[src/rtl/err_first_logger.sv]
module err_first_logger #(
  parameter int NUM_SRC = 8,
  parameter int PTR_W   = 5,
  parameter int DATA_W  = 32
) (
  input  logic               clk,
  input  logic               por_n,
  input  logic               soft_rst_n,
  input  logic [NUM_SRC-1:0] err_in,
  input  logic               wr_en,
  input  logic               rd_en,
  input  logic [1:0]         addr,
  input  logic [DATA_W-1:0]  wr_data,
  output logic [DATA_W-1:0]  rd_data,
  output logic               rd_valid,
  output logic               err_any
);

  localparam logic [1:0] A_STAT = 2'd0;
  localparam logic [1:0] A_MASK = 2'd1;
  localparam logic [1:0] A_PTR  = 2'd2;

  logic [NUM_SRC-1:0] status_q, mask_q;
  logic [PTR_W-1:0]   ptr_q, first_idx;
  logic               lock_q;

  wire [NUM_SRC-1:0] wdat    = wr_data[NUM_SRC-1:0];
  wire               unused_hi = ^wr_data[DATA_W-1:NUM_SRC];
  wire [NUM_SRC-1:0] clr     = (wr_en && addr == A_STAT) ? wdat : '0;
  wire [NUM_SRC-1:0] new_unm = err_in & ~mask_q;
  wire [NUM_SRC-1:0] kept    = status_q & ~clr;
  wire               held    = lock_q && |(kept & ~mask_q);

  assign err_any = |(status_q & ~mask_q);

  always_comb begin
    first_idx = '0;
    for (int i = NUM_SRC - 1; i >= 0; i--)
      if (new_unm[i]) first_idx = PTR_W'(i);
  end

  always_ff @(posedge clk or negedge por_n) begin
    if (!por_n) begin
      status_q <= '0;
      mask_q   <= '0;
      ptr_q    <= '0;
      lock_q   <= 1'b0;
    end else begin
      status_q <= kept | err_in;
      if (wr_en && addr == A_MASK) mask_q <= wdat;
      if (!held) begin
        if (|new_unm) begin
          ptr_q  <= first_idx;
          lock_q <= 1'b1;
        end else begin
          ptr_q  <= '0;
          lock_q <= 1'b0;
        end
      end
    end
  end

  logic [DATA_W-1:0] rd_mux;
  always_comb begin
    rd_mux = '0;
    case (addr)
      A_STAT: rd_mux = DATA_W'(status_q);
      A_MASK: rd_mux = DATA_W'(mask_q);
      A_PTR: begin
        rd_mux[PTR_W-1:0] = ptr_q;
        rd_mux[DATA_W-1]  = lock_q;
      end
      default: rd_mux = '0;
    endcase
  end

  always_ff @(posedge clk or negedge por_n) begin
    if (!por_n) begin
      rd_data  <= '0;
      rd_valid <= 1'b0;
    end else if (!soft_rst_n) begin
      rd_data  <= '0;
      rd_valid <= 1'b0;
    end else begin
      rd_valid <= rd_en;
      if (rd_en) rd_data <= rd_mux;
    end
  end

endmodule


[config.mk]
export PLATFORM = sky130hd
export DESIGN_NAME = err_first_logger
export DESIGN_NICKNAME = d
export VERILOG_FILES = /design/src/rtl/err_first_logger.sv
export SDC_FILE = /design/constraint.sdc
export NUM_CORES = 1
export LEC_CHECK = 0
export ABC_AREA = 1
export CAP_MARGIN = 10
export CORE_MARGIN = 2
export CORE_UTILIZATION = 41
export DETAILED_ROUTE_END_ITERATION = 12
export PLACE_DENSITY = 0.81
export SYNTH_ARGS = -nofsm -noshare
export SYNTH_HDL_FRONTEND = slang
export SYNTH_SLANG_ARGS = --single-unit
[constraint.sdc]
create_clock -name clk -period 1.45 [get_ports clk]
set_clock_uncertainty 0.05 [all_clocks]
set_input_delay 0.2175 -clock clk [delete_from_list [all_inputs] [get_ports clk]]
set_output_delay 0.2175 -clock clk [all_outputs]
set_load 0.05 [all_outputs]
==> impl_summary.md <==
Die
The initial core utilization is between 40% and 50%. The floorplan step defined a die boundary enclosing approximately 4600 um^2. The width of the die is 68.1 um. The core region area is 3970 um^2. The y dimension of the die is between 60 and 70 um.

The number of I/O pins is 81. The number of placement rows is 23.

STA
The final-report max-slew violation count was 0. The part of the cycle the worst path needs is 118%. Static timing analysis puts the maximum clock frequency at roughly 590 MHz. The number of failing hold endpoints at the final stage came to 0.

The number of failing setup endpoints in the final timing report is 1. The tightest hold path in the finished design has a slack of 0.273 ns. The setup slack after layout is -0.255 ns. The sum of negative setup slack is -0.255 ns. Setup repair after global routing could not meet its margin everywhere. The routed design could run at a clock period as short as 1.71 ns.

Logic synthesis
Of all cell types, the one taking the most synthesized area is dfrtp_1. Of the synthesized area, sequential elements account for 44.5%. The synthesis-stage register bit count is 30. The Yosys warning count is 0.

The number of distinct library cells after synthesis is 25. The fraction of registers with async set or reset after synthesis is 100%. The average cell area after synthesis is roughly 7.8 um^2. The post-synth design cell area is between 1500 and 2000 um^2. Of the post-synthesis cell area, the dominant cell type holds between 40 and 50%. The number of enable-type register cells in the synthesized netlist is 0. The number of instances in the synthesized netlist is 217. Sorting the synthesized cells by area gives the leading types as dfrtp_1 45%, nand2_1 13%, buf_4 11%. The predominant post-synthesis flop cell is dfrtp_1.

Drt
The routed length per placed instance is approximately 13 um. The antenna violation net count after detailed routing is 0. After detailed routing, the total wire length is 4.29 mm. The final route contains about 1600 vias. The number of violations reported at the end of detailed-routing iteration 0 is 64. The number of design rule violations left after detail routing is 0. The first-pass iteration count of the detailed router is 4. Dividing the detail-routed via count by the number of cells gives between 4 and 5.

GRT
The via count of the first global-routing pass is 1538. Global routing consumed, on the met3 layer, around 6.6% of the routing resources. In this run the most used layer during global routing was met2. The initial antenna violation count is 0. The remaining global-route overflow is 0. The largest net degree at the start of global routing is 31. The global routing usage on met1 is ~25%. The global routing usage on met2 is 34.1%. Across every metal layer, demand over resource in global routing totals approximately a fifth. The first-pass GRT wire length is about 6.9 mm.

Finish
In the final layout, the share of cells above drive strength 1 is about a quarter. The number of standard cells in the layout, taps in and fillers out is 332. The finished cells cover 2460 um^2. Cells fill 61.9% of the core in the end. 0 antenna diodes ended up in the layout. The layout has approximately 360 filler cells.

The area overhead of the layout relative to synthesis is 46.0%. Across the whole layout, storage elements account for 751 um^2. The multi-input combinational cell area is 808 um^2.

The final layout contains ~330 nets.

Worst setup path
STA classifies the critical path endpoint as a primary output. The critical-path maximum fanout is 2. The kind of launch point of the worst setup path is a flop. The critical path data arrival time is around 1.4 ns. The kind of critical path is reg2out.

Data on the critical path is required at its endpoint by between 1 and 1.5 ns.

Place
The placed cell area is about 2200 um^2. At the end of routability-driven placement, the weighted congestion stood at around 0.86. During placement, the flow inserted port buffers numbering 33. The wire-length estimate of the detail-placed layout is approximately 3.1 mm.

The cell total after placement is 321.

Clocking
The tree is rooted in a clkbuf_8. The clock input transition at the sequential cells of the worst setup and hold paths is 0.07 ns. CTS built an H-tree with a depth of 2.

The clock latency on the worst-skew pair is between 0.2 and 0.3 ns. The TritonCTS buffer count is 5. TritonCTS built the clock tree. The maximum count of clock buffers along a single path is 2. The tree built by TritonCTS fans out to 30 sinks.

Run status
The flow ran to the end, but the final reports show violations. The final reports fail on setup timing.

Hold path
The class of the tightest hold or removal check is in2async.

Job
The max-capacitance violation count is 0.

Power
The leakage power of the design is ~1.3 nW. VDD sags by at most about 0.62 mV. Power spread over the standard cell area amounts to about 1000 nW/um^2.
## registers in the layout, indices dropped and copies added, names as in the netlist
signal and count:
rd_data 9, ptr_q 3, mask_q 8, status_q 8, rd_valid 1, lock_q 1
## final timing paths
kind,startpoint,to,slack [ns],cells past startpoint
worst max-delay path,status_q[3],err_any,-0.26,5
worst min register to register,status_q[6],status_q[6],0.43,2
min in group clk,wr_en,status_q[7],0.38,5
max in group asynchronous,por_n,ptr_q[1],0.78,2
worst max register to register,status_q[5],lock_q,0.08,9
worst min-delay path,por_n,lock_q,0.27,2
## area by class of cell
type | instances | area share [%]
Clock buffer | 6 | 3.36
Timing Repair Buffer | 62 | 26.9
Clock inverter | 2 | 0.509
Multi-Input combinational cell | 160 | 32.9
Sequential cell | 30 | 30.5
Tap cell | 50 | 2.54
Inverter | 22 | 3.36
## cells in the final DEF (no fill, tap or decap), drive strengths merged
master / synthesis / routed
o21ai: 3 / 3
nand3: 27 / 27
nor2: 21 / 21
inv: 21 / 21
nand3b: 1 / 1
nand2: 61 / 61
a21o: 5 / 5
o211ai: 1 / 1
conb: 1 / 23
clkdlybuf4s50: 0 / 19
clkinvlp: 0 / 1
mux2: 1 / 1
buf: 27 / 40
a21oi: 8 / 8
dfrtp: 30 / 30
clkinv: 1 / 2
nand4: 1 / 1
clkbuf: 0 / 6
o221ai: 2 / 2
dlymetal6s2s: 0 / 1
a31oi: 1 / 1
a2111oi: 2 / 2
dlygate4sd2: 0 / 2
o22ai: 3 / 3
## worst max-delay path, cell delays in order (launching register included)
cell	delay [ns]
dfrtp_1	0.41
inv_2	0.10
nor2_4	0.04
a2111oi_4	0.30
nand2_1	0.12
buf_6	0.17
## synthesized netlist by cell type (2+ instances only)
| cell | count |
|---|---|
| a2111oi_0 | 2 |
| a21o_1 | 4 |
| a21oi_1 | 8 |
| buf_4 | 24 |
| buf_6 | 2 |
| dfrtp_1 | 30 |
| inv_1 | 21 |
| nand2_1 | 59 |
| nand3_1 | 27 |
| nor2_1 | 20 |
| o21ai_0 | 3 |
| o221ai_1 | 2 |
| o22ai_1 | 3 |
## per-layer routing
layer  up-vias  wire length [um]
met5         -                 0
met4         0               150
met3        16               348
met2        66              2130
met1       719              1660
li1        782                 -
## report_power, final
part | total (mW) | switching, mW | internal (mW) | leakage [nW]
Clock | 0.703 | 0.323 | 0.381 | 0.0472
Combinational | 0.852 | 0.516 | 0.336 | 0.873
Sequential | 1.01 | 0.0733 | 0.933 | 0.342
## what timing repair did
item | in CTS | in global routing
endpoints found under the setup margin | 5 | 5
resized for setup | 18 | 11
buffers inserted | 0 | 2
cloned | 1 | 0
pin swaps | 5 | 4
hold buffers | 0 | 0
## through the flow
step                      worst slack, ns  total power, mW
final                              -0.255             2.56
after global routing               -0.291             2.72
after CTS                          -0.243             2.53
after detailed placement           -0.345             1.78
after global placement             -0.273             1.76
after floorplan                    0.0141             1.51
## cells by family (layout without fill, tap and decap cells)
| logic type | count (synthesis) | after routing | share of synthesized area [%] |
|---|---|---|---|
| other cells | 1 | 23 | 0.223 |
| mux | 1 | 1 | 0.668 |
| buf+inv | 49 | 92 | 17.1 |
| simple gates | 111 | 111 | 27.8 |
| flops | 30 | 30 | 44.5 |
| compound gates | 25 | 25 | 9.58 |
Power figures use the tool's default switching activity.
